<file path="src/rtl/bma_pkg.sv">
package bma_pkg;

   typedef enum logic [2:0] {
      ST_IDLE  = 3'd0,
      ST_REQ   = 3'd1,
      ST_GNTD  = 3'd2,
      ST_ADDR  = 3'd3,
      ST_DATA  = 3'd4,
      ST_ABORT = 3'd5,
      ST_TURN  = 3'd6
   } acq_state_t;

   typedef enum logic [1:0] {
      XS_OK      = 2'b00,
      XS_MABORT  = 2'b01,
      XS_PREEMPT = 2'b10
   } xfer_stat_t;

endpackage

</file>
<file path="src/rtl/bma_lat_timer.sv">
module bma_lat_timer #(
   parameter int LAT_W = 8
) (
   input  logic             clk,
   input  logic             rst_n,
   input  logic             load,
   input  logic             run,
   input  logic [LAT_W-1:0] load_val,
   output logic             expired
);

   logic [LAT_W-1:0] cnt_q;

   always_ff @(posedge clk or negedge rst_n) begin
      if (!rst_n)
         cnt_q <= '0;
      else if (load)
         cnt_q <= load_val;
      else if (run && (cnt_q != '0))
         cnt_q <= cnt_q - 1'b1;
   end

   assign expired = (cnt_q == '0);

endmodule

</file>
<file path="src/rtl/bma_resp_watch.sv">
module bma_resp_watch #(
   parameter int LIMIT = 5
) (
   input  logic clk,
   input  logic rst_n,
   input  logic start,
   input  logic active,
   input  logic claim,
   output logic deadline
);

   localparam int CNT_W = (LIMIT > 2) ? $clog2(LIMIT) : 1;
   localparam logic [CNT_W-1:0] LAST = CNT_W'(LIMIT - 1);

   logic [CNT_W-1:0] cnt_q;
   logic             claimed_q;

   always_ff @(posedge clk or negedge rst_n) begin
      if (!rst_n) begin
         cnt_q     <= '0;
         claimed_q <= 1'b0;
      end else if (start) begin
         cnt_q     <= '0;
         claimed_q <= 1'b0;
      end else begin
         if (claim)
            claimed_q <= 1'b1;
         if (active && !claimed_q && (cnt_q != LAST))
            cnt_q <= cnt_q + 1'b1;
      end
   end

   assign deadline = active && !claimed_q && (cnt_q == LAST);

endmodule

</file>
<file path="src/rtl/bma_sticky_bit.sv">
module bma_sticky_bit #(
   parameter bit SET_WINS = 1'b1
) (
   input  logic clk,
   input  logic rst_n,
   input  logic set,
   input  logic clr,
   output logic flag
);

   logic flag_q;
   logic flag_d;

   generate
      if (SET_WINS) begin : g_set_first
         always_comb begin
            if (set)      flag_d = 1'b1;
            else if (clr) flag_d = 1'b0;
            else          flag_d = flag_q;
         end
      end else begin : g_clr_first
         always_comb begin
            if (clr)      flag_d = 1'b0;
            else if (set) flag_d = 1'b1;
            else          flag_d = flag_q;
         end
      end
   endgenerate

   always_ff @(posedge clk or negedge rst_n) begin
      if (!rst_n) flag_q <= 1'b0;
      else        flag_q <= flag_d;
   end

   assign flag = flag_q;

endmodule

</file>
<file path="src/rtl/bus_master_acq.sv">
module bus_master_acq
   import bma_pkg::*;
#(
   parameter int BEAT_W       = 8,
   parameter int LAT_W        = 8,
   parameter int RESP_TIMEOUT = 5,
   parameter bit HOLD_REQ     = 1'b1,
   parameter bit MA_SET_WINS  = 1'b1
) (
   input  logic              clk,
   input  logic              rst_n,
   input  logic              xfer_req,
   input  logic [BEAT_W-1:0] xfer_beats,
   input  logic [LAT_W-1:0]  lat_value,
   input  logic              ma_clr,
   input  logic              gnt_n,
   input  logic              frame_n_i,
   input  logic              irdy_n_i,
   input  logic              trdy_n_i,
   input  logic              devsel_n_i,
   output logic              req_n_o,
   output logic              frame_n_o,
   output logic              irdy_n_o,
   output logic              bus_oe,
   output logic              xfer_done,
   output logic [1:0]        xfer_status,
   output logic              ma_status
);

   localparam logic [BEAT_W-1:0] ONE_BEAT = BEAT_W'(1);
   localparam logic [BEAT_W-1:0] TWO_BEAT = BEAT_W'(2);

   if (BEAT_W < 2) begin : g_chk_beat
      $error("BEAT_W must be at least 2");
   end
   if (LAT_W < 1) begin : g_chk_lat
      $error("LAT_W must be at least 1");
   end
   if (RESP_TIMEOUT < 2) begin : g_chk_to
      $error("RESP_TIMEOUT must be at least 2");
   end

   acq_state_t        st_q;
   logic              frame_q, irdy_q, oe_q, done_q, req_q;
   xfer_stat_t        stat_q;
   logic [BEAT_W-1:0] left_q;

   logic in_addr, in_data, beat, data_beat, acquire, finish, tx_end;
   logic lat_exp, stop, deadline, drop_req;

   assign in_addr   = (st_q == ST_ADDR);
   assign in_data   = (st_q == ST_DATA);
   assign beat      = !trdy_n_i && !devsel_n_i;
   assign data_beat = in_data && beat;
   assign acquire   = (st_q == ST_GNTD) && !gnt_n && frame_n_i && irdy_n_i;
   assign finish    = data_beat && frame_q;
   assign tx_end    = finish || (st_q == ST_ABORT);
   assign stop      = lat_exp && gnt_n;

   bma_lat_timer #(.LAT_W(LAT_W)) u_lat (
      .clk      (clk),
      .rst_n    (rst_n),
      .load     (acquire),
      .run      (in_addr || in_data),
      .load_val (lat_value),
      .expired  (lat_exp)
   );

   bma_resp_watch #(.LIMIT(RESP_TIMEOUT)) u_resp (
      .clk      (clk),
      .rst_n    (rst_n),
      .start    (acquire),
      .active   (in_addr || in_data),
      .claim    (data_beat),
      .deadline (deadline)
   );

   bma_sticky_bit #(.SET_WINS(MA_SET_WINS)) u_ma (
      .clk   (clk),
      .rst_n (rst_n),
      .set   (st_q == ST_ABORT),
      .clr   (ma_clr),
      .flag  (ma_status)
   );

   generate
      if (HOLD_REQ) begin : g_req_hold
         assign drop_req = tx_end;
      end else begin : g_req_early
         assign drop_req = tx_end || acquire;
      end
   endgenerate

   always_ff @(posedge clk or negedge rst_n) begin
      if (!rst_n)
         req_q <= 1'b0;
      else if ((st_q == ST_IDLE) && xfer_req)
         req_q <= 1'b1;
      else if (drop_req)
         req_q <= 1'b0;
   end

   always_ff @(posedge clk or negedge rst_n) begin
      if (!rst_n) begin
         st_q    <= ST_IDLE;
         frame_q <= 1'b1;
         irdy_q  <= 1'b1;
         oe_q    <= 1'b0;
         done_q  <= 1'b0;
         stat_q  <= XS_OK;
         left_q  <= '0;
      end else begin
         done_q <= 1'b0;
         unique case (st_q)
            ST_IDLE: begin
               if (xfer_req) begin
                  st_q   <= ST_REQ;
                  left_q <= (xfer_beats == '0) ? ONE_BEAT : xfer_beats;
               end
            end
            ST_REQ: begin
               if (!gnt_n) st_q <= ST_GNTD;
            end
            ST_GNTD: begin
               if (gnt_n) begin
                  st_q <= ST_REQ;
               end else if (acquire) begin
                  st_q    <= ST_ADDR;
                  frame_q <= 1'b0;
                  oe_q    <= 1'b1;
               end
            end
            ST_ADDR: begin
               st_q   <= ST_DATA;
               irdy_q <= 1'b0;
               if ((left_q == ONE_BEAT) || stop) frame_q <= 1'b1;
            end
            ST_DATA: begin
               if (finish) begin
                  st_q   <= ST_TURN;
                  irdy_q <= 1'b1;
                  done_q <= 1'b1;
                  stat_q <= (left_q > ONE_BEAT) ? XS_PREEMPT : XS_OK;
               end else if (beat) begin
                  left_q <= left_q - 1'b1;
                  if ((left_q == TWO_BEAT) || stop) frame_q <= 1'b1;
               end else if (deadline) begin
                  st_q    <= ST_ABORT;
                  frame_q <= 1'b1;
               end else if (stop) begin
                  frame_q <= 1'b1;
               end
            end
            ST_ABORT: begin
               st_q   <= ST_TURN;
               irdy_q <= 1'b1;
               done_q <= 1'b1;
               stat_q <= XS_MABORT;
            end
            ST_TURN: begin
               st_q <= ST_IDLE;
               oe_q <= 1'b0;
            end
            default: st_q <= ST_IDLE;
         endcase
      end
   end

   assign req_n_o     = !req_q;
   assign frame_n_o   = frame_q;
   assign irdy_n_o    = irdy_q;
   assign bus_oe      = oe_q;
   assign xfer_done   = done_q;
   assign xfer_status = stat_q;

endmodule

</file>
<file path="config.mk">
export PLATFORM = sky130hd
export DESIGN_NAME = bus_master_acq
export DESIGN_NICKNAME = d
export VERILOG_FILES = /design/src/rtl/bma_pkg.sv /design/src/rtl/bma_lat_timer.sv /design/src/rtl/bma_resp_watch.sv /design/src/rtl/bma_sticky_bit.sv /design/src/rtl/bus_master_acq.sv
export SDC_FILE = /design/constraint.sdc
export NUM_CORES = 1
export LEC_CHECK = 0
export BUFFER_PORTS_ARGS = -buffer_cell sky130_fd_sc_hd__buf_4
export CORE_MARGIN = 3
export CORE_UTILIZATION = 50
export CTS_BUF_LIST = sky130_fd_sc_hd__clkbuf_16
export DETAILED_ROUTE_END_ITERATION = 10
export HOLD_SLACK_MARGIN = 0.1
export PLACE_DENSITY = 0.76
export SLEW_MARGIN = 20
export SYNTH_ARGS = -nofsm -noshare
export SYNTH_HDL_FRONTEND = slang
export SYNTH_SLANG_ARGS = --single-unit
export TNS_END_PERCENT = 1
</file>
<file path="constraint.sdc">
create_clock -name clk -period 1.8 [get_ports clk]
set_input_delay 0.36 -clock clk [delete_from_list [all_inputs] [get_ports clk]]
set_output_delay 0.36 -clock clk [all_outputs]
set_load 0.005 [all_outputs]
</file>
# [Yosys cells after proc, flatten, opt, wreduce, memory -nomap -nowiden]
# Cells that the tools add are included.
[word_totals] memories=0 mem_bits_rw=0 register_bits=31 output_inout_bits=8 latch_bits=0 romBits=0 word_cells=122 input_bits=25
[classes] order_cmp=1 div_mod_pow=0 reduce_logical=41 add_sub_neg=3 bitwise_logic=0 n_eq_ne=23 n_mux=42 multipliers=0 n_shift=0
[op_table] cell="$mux 8" n=6
[op_table] cell="$mux 3" n=9
[op_table] cell="$mux 1" n=18
[op_table] cell="$pmux 3 s6" n=1
[op_table] cell="$logic_not 8->1" n=2
[op_table] cell="$pmux 8 s2" n=1
[op_table] cell="$reduce_bool 2->1" n=8
[op_table] cell="$sub 8x1->8 const B" n=2
[op_table] cell="$eq 3x3->1 const B" n=4
[op_table] cell="$logic_and 1x1->1" n=12
[op_table] cell="$ne 2x2->1 const B" n=5
[op_table] cell="$eq 8x1->1 const B" n=1
[op_table] cell="$eq 8x2->1 const B" n=1
[op_table] cell="$gt 8x1->1 const B" n=1
[op_table] cell="$reduce_bool 8->1" n=1
[op_table] cell="$reduce_and 7->1" n=1
[op_table] cell="$eq 3x2->1 const B" n=2
[op_table] cell="$ne 2x1->1 const B" n=3
[op_table] cell="$ne 3x2->1 const B" n=2
[op_table] cell="$ne 3x3->1 const B" n=2
[op_table] cell="$pmux 1 s3" n=2
[op_table] cell="$reduce_bool 3->1" n=2
[op_table] cell="$logic_not 1->1" n=5
[op_table] cell="$reduce_and 5->1" n=1
[op_table] cell="other kinds (12)" n=18

# [Logic depth before layout (Yosys ltp)]
# Gate-level depths: netlist of the first run.
[depth] word_depth=8 mapped_depth=6 ltp_nobuf=6

# [Modules after synthesis]
# Synthesis of the first run repeated with hierarchy kept, for this count alone.
[unflattened] hier_cells=222 area_unflattened_um2=2001.9
[by_module_without_submodules] module="bus_master_acq" cells_each=127 area_each_um2=1143.6 n_inst=1 seq_area_each_um2=452.9
[by_module_without_submodules] module="bma_lat_timer" cells_each=68 area_each_um2=575.6 n_inst=1 seq_area_each_um2=200.2
[by_module_without_submodules] module="bma_resp_watch" cells_each=24 area_each_um2=246.5 n_inst=1 seq_area_each_um2=100.1
[by_module_without_submodules] module="bma_sticky_bit" cells_each=3 area_each_um2=36.3 n_inst=1 seq_area_each_um2=25.0

# [Worst setup path after synthesis of the first run]
# OpenSTA, ideal clock, no wires.
[synth_timing] kind="register to register" start="register st_q[2]" end="register u_lat.cnt_q[4]" period_less_slack_ns=1.769 path_stages_with_launch=6 setup_time_ns=0.124 slack_ns=0.031 arrival_time_ns=1.645 cell_sequence="dfrtp_1 -> or4b_1 -> or2_0 -> buf_2 -> and3_1 -> a211o_1"
[synth_via] elab_chain_cells=5 word_cells_on_any_way=10 classes_between="eq/ne: 3; mux: 1; reduce/logical: 6"
[synth_rtl] item="start: declaration" line="bus_master_acq.sv:43" text="acq_state_t st_q;"
[synth_rtl] item="start signal: assignment" line="bus_master_acq.sv:105" text="st_q <= ST_IDLE;"
[synth_rtl] item="start signal: assignment" line="bus_master_acq.sv:117" text="st_q <= ST_REQ;"
[synth_rtl] item="start signal: assignment" line="bus_master_acq.sv:122" text="if (!gnt_n) st_q <= ST_GNTD;"
[synth_rtl] item="$eq 3x2->1" line="bus_master_acq.sv:55" text="assign acquire = (st_q == ST_GNTD) && !gnt_n && frame_n_i && irdy_n_i;"
[synth_rtl] item="$logic_and 1x1->1 (3 in series)" line="bus_master_acq.sv:55"
[synth_rtl] item="$mux 8 / $reduce_bool 2->1 (equally long branches)"
[synth_rtl] item="end signal: assignment" line="bma_lat_timer.sv:18" text="cnt_q <= load_val;"
[synth_rtl] item="end signal: assignment" line="bma_lat_timer.sv:20" text="cnt_q <= cnt_q - 1'b1;"
[synth_rtl] item="end: declaration" line="bma_lat_timer.sv:12" text="logic [LAT_W-1:0] cnt_q;"
# Parallel ways exist; a longest one is shown, timed or not.
# A chain may end at the register's enable or synchronous reset.

# [Worst setup path in the final report of the first run]
[layout_timing] start="register st_q[2]" end="register left_q[0]"
[layout_via] elab_chain_cells=5 word_cells_on_any_way=10 classes_between="eq/ne: 4; mux: 1; reduce/logical: 5"
[layout_rtl] item="$eq 3x3->1" line="bus_master_acq.sv:52, bus_master_acq.sv:114"
[layout_rtl] item="$logic_and 1x1->1" line="bus_master_acq.sv:54" text="assign data_beat = in_data && beat;"
[layout_rtl] item="$logic_and 1x1->1" line="bus_master_acq.sv:56" text="assign finish = data_beat && frame_q;"
[layout_rtl] item="$ne 2x2->1 (no source line)"
[layout_rtl] item="$reduce_and 4->1 (no source line)"
[layout_rtl] item="end signal: assignment" line="bus_master_acq.sv:118" text="left_q <= (xfer_beats == '0) ? ONE_BEAT : xfer_beats;"
[layout_rtl] item="end signal: assignment" line="bus_master_acq.sv:145" text="left_q <= left_q - 1'b1;"
[layout_rtl] item="end: declaration" line="bus_master_acq.sv:46" text="logic [BEAT_W-1:0] left_q;"
# Parallel ways exist; a longest one is shown, timed or not.

==> flow_summary.ini, run 1 <==
[detailed_routing]
drtAntennaViolNets = 0
via_per_inst = 5.908
drt_iter0_drc = 91
drt_wl_total_um = 4862
vias = 1861
drc = 0
drt_pass1_iterations = 4
wire_per_inst_um = 15.43

[clock_network]
clock_latency_ns = 0.28
clock_tree.buffer_depth = 2
numCtsBuffers = 5
cts_tree = done
clk_pin_slew_worst_paths_ns = 0.05
htreeDepth = 2
clock_sinks = 31
cts_root_buf = clkbuf_16

[worst_setup_path]
crit_fanout = 8
crit_chain = buf_6, or4b_4, a211o_4, a211o_1
critical-path-slowest-cell = or4b_4
critical_path_class = flip-flop to flip-flop
crit_arrival_ns = 1.98
slowest_delay_ns = 0.49
crit_required_ns = 1.96
crit_path_end_kind = flip-flop
cp-start-kind = flip-flop

[place]
gp_congestion = 0.8470
dp_slack_ns = -0.1350
port_buffers = 32
dp_cells = 302
dpl-instance-area_mm2 = 0.002270
place_hpwl_um = 3234

[timing]
period_needed_ns = 1.818
relSlewSlack_pct = 68.06
setup_slack_ns = -0.01761
drv_slew = 0
fin_crit_sh_pct = 101.0
finalSetupViolations = 2
fmax_ghz = 0.5502
rsz0062_at_grt = yes
hold_violations = 0
tightestPinTransition_ns = 0.4755
fin_skew_ns = 0.004161

[power_and_ir_drop]
ir_worst_vdd_mv = 0.9017
internal_power_mw = 2.521
p_leak_nw = 1.172
p_sw_mw = 1.592
pwr-share-clk_pct = 19.1
swShare_pct = 38.70
seq_power_share_pct = 32.9
power_mw = 4.113
p_per_area_mw_per_mm2 = 1633
comb_power_share_pct = 48.0

[finish]
final_area_mm2 = 0.002519
syn_to_final_growth_pct = 37.50
antenna_cells = 0
layout-drive-gt1-share_pct = 31.97
final_nets = 300
layout.cells.non_filler = 315
finish.utilization_pct = 73.17

[die]
num_rows = 21
die_x_um = 66.53
coreArea_mm2 = 0.003442
die_h_um = 66.53
ioPinCount = 33
die-area_mm2 = 0.004426
start_util_pct = 53.22

[yosys]
ys_seq_area_share_pct = 42.49
synth_area_mm2 = 0.001832
syn-instance-count = 209
yosysWarnings = 0
syn_area_per_cell_um2 = 8.764
syn_nets = 241
synth.distinct_cells = 48
ys_ff_latch = 31
synth_edf_count = 0
async_flop_share_pct = 100.0
synth_flop_cell = dfrtp_1

[worst_hold_path]
hp-class = primary input to flip-flop

[global_routing]
antenna_found_initial = 0
grt-ovfl-total = 0
grt_pass1_wl_um = 7507
grt_max_degree = 32
grtUsageTotal_pct = 22.48
first_global_vias = 1658

[outcome]
status = complete, but fails checks
failed_checks = negative setup slack

[run]
drv_cap = 0
==> through the flow <==
stage / TNS (ns) / hold WS, ns
2_1_floorplan: 0 / 0.06441
3_3_place_gp: -0.7992 / 0.3199
3_5_place_dp: -0.9312 / 0.3151
4_1_cts: 0 / 0.2770
5_1_grt: -0.1568 / 0.3031
6_report: -0.02647 / 0.2803
==> kinds of logic after synthesis <==
group | share of synthesized area, %
AOI/OAI and AO/OA | 24.18
buffers and inverters | 5.054
adders and majority gates | 4.781
xor gates and xnor gates | 0.4782
muxes | 1.093
and+or+nand+nor | 21.93
DFF | 42.49
==> power groups by stage <==
stage	Clock [mW]	Combinational, mW	Sequential [mW]
2_1_floorplan	0	1.12	1.28
3_3_place_gp	0	1.71	1.32
3_5_place_dp	0	1.77	1.34
4_1_cts	0.802	1.79	1.33
5_1_grt	0.832	2.22	1.39
6_report	0.785	1.98	1.35
==> synthesized netlist by cell type, drive strengths merged, types with 2 or more instances <==
cell type	n	share of area, %
a211o	4	1.9
a211oi	2	0.82
a21oi	15	4.1
a22oi	4	1.6
a31oi	3	1.0
a32oi	2	0.96
buf	4	1.1
clkbuf	5	1.1
dfrtp	29	40
dfstp	2	2.9
ha	7	4.8
inv	14	2.9
mux2i	2	1.1
nand2	13	2.7
nand2b	4	1.4
nand3	3	0.82
nor2	21	4.3
nor3	12	3.3
nor3b	3	1.2
nor4	3	1.0
o211ai	5	2.0
o21ai	22	6.0
o2bb2ai	2	0.96
o31ai	2	0.82
or2	2	0.68
or3	3	1.0
or3b	3	1.4
or4b	3	1.6
==> path summary, 6_finish.rpt <==
check                      depth (start not counted)  slack, ns                     to           startpoint
max                                                4      -0.02  left_q[0]$_DFFE_PN0P_  st_q[2]$_DFFE_PN0P_
min                                                2       0.28  u_ma.flag$_DFFE_PN0P_               ma_clr
max reg2reg                                        4      -0.02  left_q[0]$_DFFE_PN0P_  st_q[2]$_DFFE_PN0P_
min reg2reg                                        2       0.47     bus_oe$_DFFE_PN0P_   bus_oe$_DFFE_PN0P_
max in group asynchronous                          2       0.93  frame_n_o$_DFFE_PN1P_                rst_n
min in group asynchronous                          2       0.56      req_q$_DFFE_PN0P_                rst_n
==> critical path, delay by kind of cell (launching register included) <==
family                 cells  cell delay [ns]
flip-flops                 1             0.40
AO/OA/AOI/OAI              2             0.70
buffers and inverters      1             0.11
AND/OR/NAND/NOR            1             0.49
==> state kept, by name, indices dropped and copies added (netlist names) <==
name              cells
irdy_n_o              1
st_q                  3
xfer_status           2
frame_n_o             1
left_q                8
xfer_done             1
bus_oe                1
u_ma.flag             1
u_lat.cnt_q           8
u_resp.cnt_q          3
req_q                 1
u_resp.claimed_q      1
==> metal layers <==
| metal | vias to the layer above | GRT usage, % | share of wire [%] | wire (µm) |
|---|---|---|---|---|
| li1 | 893 | - | - | - |
| met2 | 50 | 34.82 | 48 | 2315 |
| met1 | 903 | 29.27 | 44 | 2149 |
| met5 | - | 0 | 0 | 0 |
| met3 | 15 | 6.577 | 5.3 | 257 |
| met4 | 0 | 9.137 | 2.9 | 140 |
==> cell usage in the layout, fill, tap and decap left out, types with 4 or more instances in the layout <==
cell and instances:
o21ai_0 15, nand2_1 13, inv_1 15, a21oi_1 15, clkbuf_16 5, o21ai_1 6, nor3_1 11, a22oi_1 4
ha_1 7, dfrtp_1 28, o211ai_1 5, buf_4 57, nor2_1 20
==> timing repair <==
action / in CTS / in global routing
resized for setup: 3 / 23
setup endpoints to repair: 9 / 17
endpoints found under the hold margin: 29 / 0
pin swaps: 0 / 5
hold buffers: 1 / 0
cloned: 0 / 1
buffers inserted: 0 / 3
==> area by class of cell <==
| type | instances | area, µm² |
|---|---|---|
| multi-input cells | 156 | 1031 |
| clock inverters | 3 | 12.51 |
| flip-flops and latches | 31 | 779.5 |
| inverters | 14 | 52.55 |
| repair buffers | 60 | 460.4 |
| well taps | 46 | 57.56 |
| fillers | 267 | 923.4 |
| clock buffers | 5 | 125.1 |
Power figures use the tool's default switching activity.
==> run 2, diff against run 1 <==
PLACE_DENSITY = 0.78   (was 0.76)
==> flow_summary.ini, run 2 (synthesized netlist as in run 1, its figures left out) <==
[outcome]
status = finished, final reports clean

[worst_setup_path]
crit_fanout = 15
cp-start-kind = flip-flop
critical-path-slowest-cell = or4b_1
crit_required_ns = 1.95
slowest_delay_ns = 0.48
crit_arrival_ns = 1.91
critical_path_class = flip-flop to flip-flop
crit_path_end_kind = flip-flop
crit_chain = or4b_1, a211o_4, o21bai_1, o2bb2ai_1

[die]
die_h_um = 66.53
die-area_mm2 = 0.004426
start_util_pct = 53.22
ioPinCount = 33
coreArea_mm2 = 0.003442
die_x_um = 66.53
num_rows = 21

[timing]
relSlewSlack_pct = 73.56
fin_crit_sh_pct = 97.62
rsz0062_at_grt = yes
period_needed_ns = 1.757
holdWs_ns = 0.2829
drv_slew = 0
tightestPinTransition_ns = 0.3935
setup_slack_ns = 0.04287
fin_skew_ns = 0.004670
fmax_ghz = 0.5691
finalSetupViolations = 0
hold_violations = 0

[run]
drv_cap = 0

[finish]
syn_to_final_growth_pct = 34.70
final_area_mm2 = 0.002467
antenna_cells = 0
layout-drive-gt1-share_pct = 30.45
final_cell_mix = buf_4, dfrtp_1, nor2_1, o21ai_0
num-fill-cells = 273
biggestRegsByFlops = left_q: 8 flops, u_lat.cnt_q: 8 flops
layout_commonest_cell = buf_4
final_nets = 298
sequential_cell_area_um2 = 779.5
multi_input_area_mm2 = 0.001002

[detailed_routing]
drt_pass1_iterations = 4
drc = 0
drt_iter0_drc = 107
vias = 1815
wire_per_inst_um = 15.06
drt_wl_total_um = 4698
via_per_inst = 5.817
drtAntennaViolNets = 0

[global_routing]
grt_max_degree = 32
grt_pass1_wl_um = 7748
grtUsageTotal_pct = 23.15
first_global_vias = 1722
grt-ovfl-total = 0
antenna_found_initial = 0

[clock_network]
clock_sinks = 31
clk_pin_slew_worst_paths_ns = 0.05
clock_latency_ns = 0.27
clock_tree.buffer_depth = 2
cts_root_buf = clkbuf_16
htreeDepth = 2
cts_tree = done
numCtsBuffers = 5

[power_and_ir_drop]
ir_worst_vdd_mv = 0.9634
p_per_area_mw_per_mm2 = 1632
p_leak_nw = 1.142

[place]
place_hpwl_um = 3317
gp_congestion = 0.9029
dp_slack_ns = -0.1702
dpl-instance-area_mm2 = 0.002270
port_buffers = 32

[worst_hold_path]
hp-class = primary input to flip-flop
==> run 2: cell count changes in the layout (fill, tap and decap cells not counted), moves of 2 or more <==
cell     previous run  this run
o21ai_0            15        20
buf_6               2         0
o21ai_1             6         2
or4b_4              3         1
==> run 2: path summary, 6_finish.rpt <==
path | from | endpoint | slack (ns) | cells past startpoint
max reg2reg | st_q[2]$_DFFE_PN0P_ | left_q[7]$_DFFE_PN0P_ | 0.04 | 4
max in group asynchronous | rst_n | frame_n_o$_DFFE_PN1P_ | 0.91 | 2
max | st_q[2]$_DFFE_PN0P_ | left_q[7]$_DFFE_PN0P_ | 0.04 | 4
min in group asynchronous | rst_n | st_q[1]$_DFFE_PN0P_ | 0.57 | 2
min | ma_clr | u_ma.flag$_DFFE_PN0P_ | 0.28 | 2
min reg2reg | bus_oe$_DFFE_PN0P_ | bus_oe$_DFFE_PN0P_ | 0.47 | 2
==> run 2: what timing repair did <==
action                     4_1_cts  5_1_grt
gates cloned                     0        0
setup endpoints to repair       15       13
resized for setup                6        8
pin swaps                        0        4
hold endpoints to repair        29        0
buffers inserted                 0        2
hold buffers                     1        0
==> run 2: critical path: cells and delay by family, from the launching register on <==
| family | cells | cell delay, ns |
|---|---|---|
| AOI/OAI and AO/OA | 3 | 0.74 |
| DFF | 1 | 0.41 |
| and+or+nand+nor | 1 | 0.48 |
==> run 2: area by class of cell <==
type                            count  share of cell area (%)
Multi-Input combinational cell    155                   40.62
Timing Repair Buffer               59                   17.95
Clock buffer                        5                   5.071
Clock inverter                      2                  0.3043
Sequential cell                    31                   31.59
Inverter                           14                   2.130
Tap cell                           46                   2.333
==> run 2: metrics by stage <==
| stage | utilization [%] | setup TNS (ns) | std cells | total power, mW |
|---|---|---|---|---|
| 2_1_floorplan | - | 0 | 209 | 2.396 |
| 3_3_place_gp | 65.94 | -0.8705 | 302 | 3.048 |
| 3_5_place_dp | 65.94 | -1.296 | 302 | 3.138 |
| 4_1_cts | 70.56 | 0 | 310 | 3.956 |
| 5_1_grt | 71.68 | -0.03108 | 312 | 4.362 |
| 6_report | 71.68 | 0 | 312 | 4.028 |
==> run 2: metal layers <==
metal | wire, µm | GRT usage, % | up-vias
li1 | - | - | 879
met1 | 2037 | 29.67 | 867
met2 | 2288 | 37.79 | 62
met3 | 306 | 4.890 | 7
met4 | 65 | 9.391 | 0
met5 | 0 | 0 | -
==> run 2: where the power goes <==
| part | internal [mW] | switching (mW) |
|---|---|---|
| registers | 1.05 | 0.310 |
| clock network | 0.492 | 0.269 |
| logic | 0.929 | 0.976 |
| total | 2.47 | 1.56 |
==> run 3, diff against run 2 <==
CORE_UTILIZATION = 51   (was 50)
SYNTH_HIERARCHICAL = 1   (was default)
==> flow_summary.ini, run 3 <==
[detailed_routing]
drt_pass1_iterations = 4
wire_per_inst_um = 15.93
vias = 1975
drtAntennaViolNets = 0
drc = 0
drt_iter0_drc = 167
drt_wl_total_um = 5401
via_per_inst = 5.826

[yosys]
async_flop_share_pct = 100.0
yosysWarnings = 6
ys_ff_latch = 31
ys_seq_area_share_pct = 38.88
synth.distinct_cells = 54
synth_commonest_cells = dfrtp_1, nor2_1, a21oi_1
synth_area_leaders = dfrtp_1, nor2_1, ha_1
synthMostInstantiatedCell = dfrtp_1
synth_flop_cell = dfrtp_1
syn_nets = 254
syn_area_per_cell_um2 = 9.018
synth_area_mm2 = 0.002002
synth_edf_count = 0
synth_area_leader_cell = dfrtp_1
syn-instance-count = 222
synth_top_area_share_pct = 36.25

[die]
coreArea_mm2 = 0.003716
start_util_pct = 53.87
die_x_um = 68.65
die_h_um = 68.65
num_rows = 22
ioPinCount = 33
die-area_mm2 = 0.004713

[timing]
tightestPinTransition_ns = 0.3980
period_needed_ns = 1.835
finalSetupViolations = 8
fin_crit_sh_pct = 101.9
fmax_ghz = 0.5451
fin_skew_ns = 0.007013
tns_ns = -0.1749
hold_violations = 0
relSlewSlack_pct = 73.46
rsz0062_at_grt = yes
setup_slack_ns = -0.03456
drv_slew = 0

[finish]
num-fill-cells = 257
sequential_cell_area_um2 = 778.2
syn_to_final_growth_pct = 45.00
layout.cells.non_filler = 339
antenna_cells = 0
multi_input_area_mm2 = 0.001219
final_nets = 322
layout_commonest_cell = buf_4
final_cell_mix = buf_4, dfrtp_1, nor2_1, a21oi_1, inv_1
biggestRegsByFlops = left_q: 8 flops, u_lat/cnt_q: 8 flops
layout-drive-gt1-share_pct = 38.14

[place]
gp_congestion = 0.7941
place_hpwl_um = 3602
dp_cells = 321
port_buffers = 32

[power_and_ir_drop]
ir_worst_vdd_mv = 0.9589
p_leak_nw = 1.316
p_per_area_mw_per_mm2 = 1628

[worst_setup_path]
crit_arrival_ns = 1.98
slowest_delay_ns = 0.50
crit_path_end_kind = flip-flop
critical_path_class = flip-flop to flip-flop
crit_required_ns = 1.95
critical-path-slowest-cell = or4b_4
critical_path.top_delay_family = simple AND/OR/NAND/NOR gates
critPathBufInv = 4
crit_chain = buf_6, or4b_4, nor2_4, buf_12, buf_12, buf_16, nor2b_1, o21ai_1, nand3_1
cpMostUsedCell = buf_12
cp-start-kind = flip-flop
crit_fanout = 8

[clock_network]
cts_tree = done
clock_latency_ns = 0.28
clk_pin_slew_worst_paths_ns = 0.05
clock_sinks = 31
cts_root_buf = clkbuf_16
htreeDepth = 2
numCtsBuffers = 5
clock_tree.buffer_depth = 2

[run]
drv_cap = 0

[global_routing]
first_global_vias = 1887
grt_max_degree = 32
grt_pass1_wl_um = 8549
antenna_found_initial = 0
grtUsageTotal_pct = 24.39
grt-ovfl-total = 0

[outcome]
status = complete, but fails checks
failed_checks = negative setup slack

[worst_hold_path]
hp-class = primary input to flip-flop
run 3: final cells by class:
class | count | share of cell area [%]
multi-input cells | 167 | 41.98
flip-flops and latches | 31 | 26.81
repair buffers | 72 | 21.81
clock buffers | 5 | 4.310
well taps | 48 | 2.069
inverters | 13 | 1.681
clock inverters | 3 | 1.336
run 3: worst register-to-register path, stage by stage, from the launching register on:
cell and delay, ns:
dfrtp_1 0.38, buf_6 0.12, or4b_4 0.50, nor2_4 0.14, buf_12 0.14, buf_12 0.11, buf_16 0.11, nor2b_1 0.04
o21ai_1 0.07, nand3_1 0.09
run 3: timing repair:
item / in CTS / in global routing
hold buffers: 1 / 0
pin swaps: 5 / 6
setup endpoints to repair: 10 / 15
cloned: 1 / 1
buffers inserted: 4 / 3
endpoints found under the hold margin: 29 / 0
gates resized for setup: 10 / 14
run 3: path summary, 6_finish.rpt:
kind                                            start                         end  slack (ns)  depth (start not counted)
max                               st_q[0]$_DFFE_PN0P_  u_lat/cnt_q[7]$_DFFE_PN0P_       -0.03                          9
min                                      lat_value[6]  u_lat/cnt_q[6]$_DFFE_PN0P_        0.31                          3
max reg2reg                       st_q[0]$_DFFE_PN0P_  u_lat/cnt_q[7]$_DFFE_PN0P_       -0.03                          9
min reg2reg                xfer_status[0]$_DFFE_PN0P_  xfer_status[0]$_DFFE_PN0P_        0.48                          1
max in group asynchronous                       rst_n        irdy_n_o$_DFFE_PN1P_        0.92                          2
min in group asynchronous                       rst_n       left_q[1]$_DFFE_PN0P_        0.56                          2
run 3: per-stage QoR:
stage	util (%)	setup WS [ns]	hold slack (ns)	cell area [µm²]	power [mW]
floorplan	-	-0.1091	0.06441	2031	2.693
global placement	67.51	-0.04355	0.3209	2509	3.435
detailed placement	67.51	-0.1098	0.3211	2509	3.504
CTS	74.88	-0.06188	0.3108	2783	4.552
global route	78.11	-0.1035	0.3258	2903	5.050
finish	78.11	-0.03456	0.3148	2903	4.727
run 3: kinds of logic after synthesis:
group                    after synthesis  share of synthesized area (%)
AO/OA/AOI/OAI                         63                          20.75
adder cells (fa/ha/maj)                7                          4.375
buffers and inverters                 24                          4.937
flip-flops                            31                          38.88
multiplexers                           3                          1.812
AND/OR/NAND/NOR                       94                          29.25
run 3: report_power, final:
part           switching [mW]  internal (mW)
sequential              0.295           1.05
clock                   0.293          0.644
combinational            1.20           1.25
run 3: per-layer routing:
metal | global-route usage (%) | routed length (µm)
met4 | 5.211 | 50
met3 | 5.997 | 297
met1 | 28.78 | 2255
met5 | 0 | 0
met2 | 44.34 | 2797
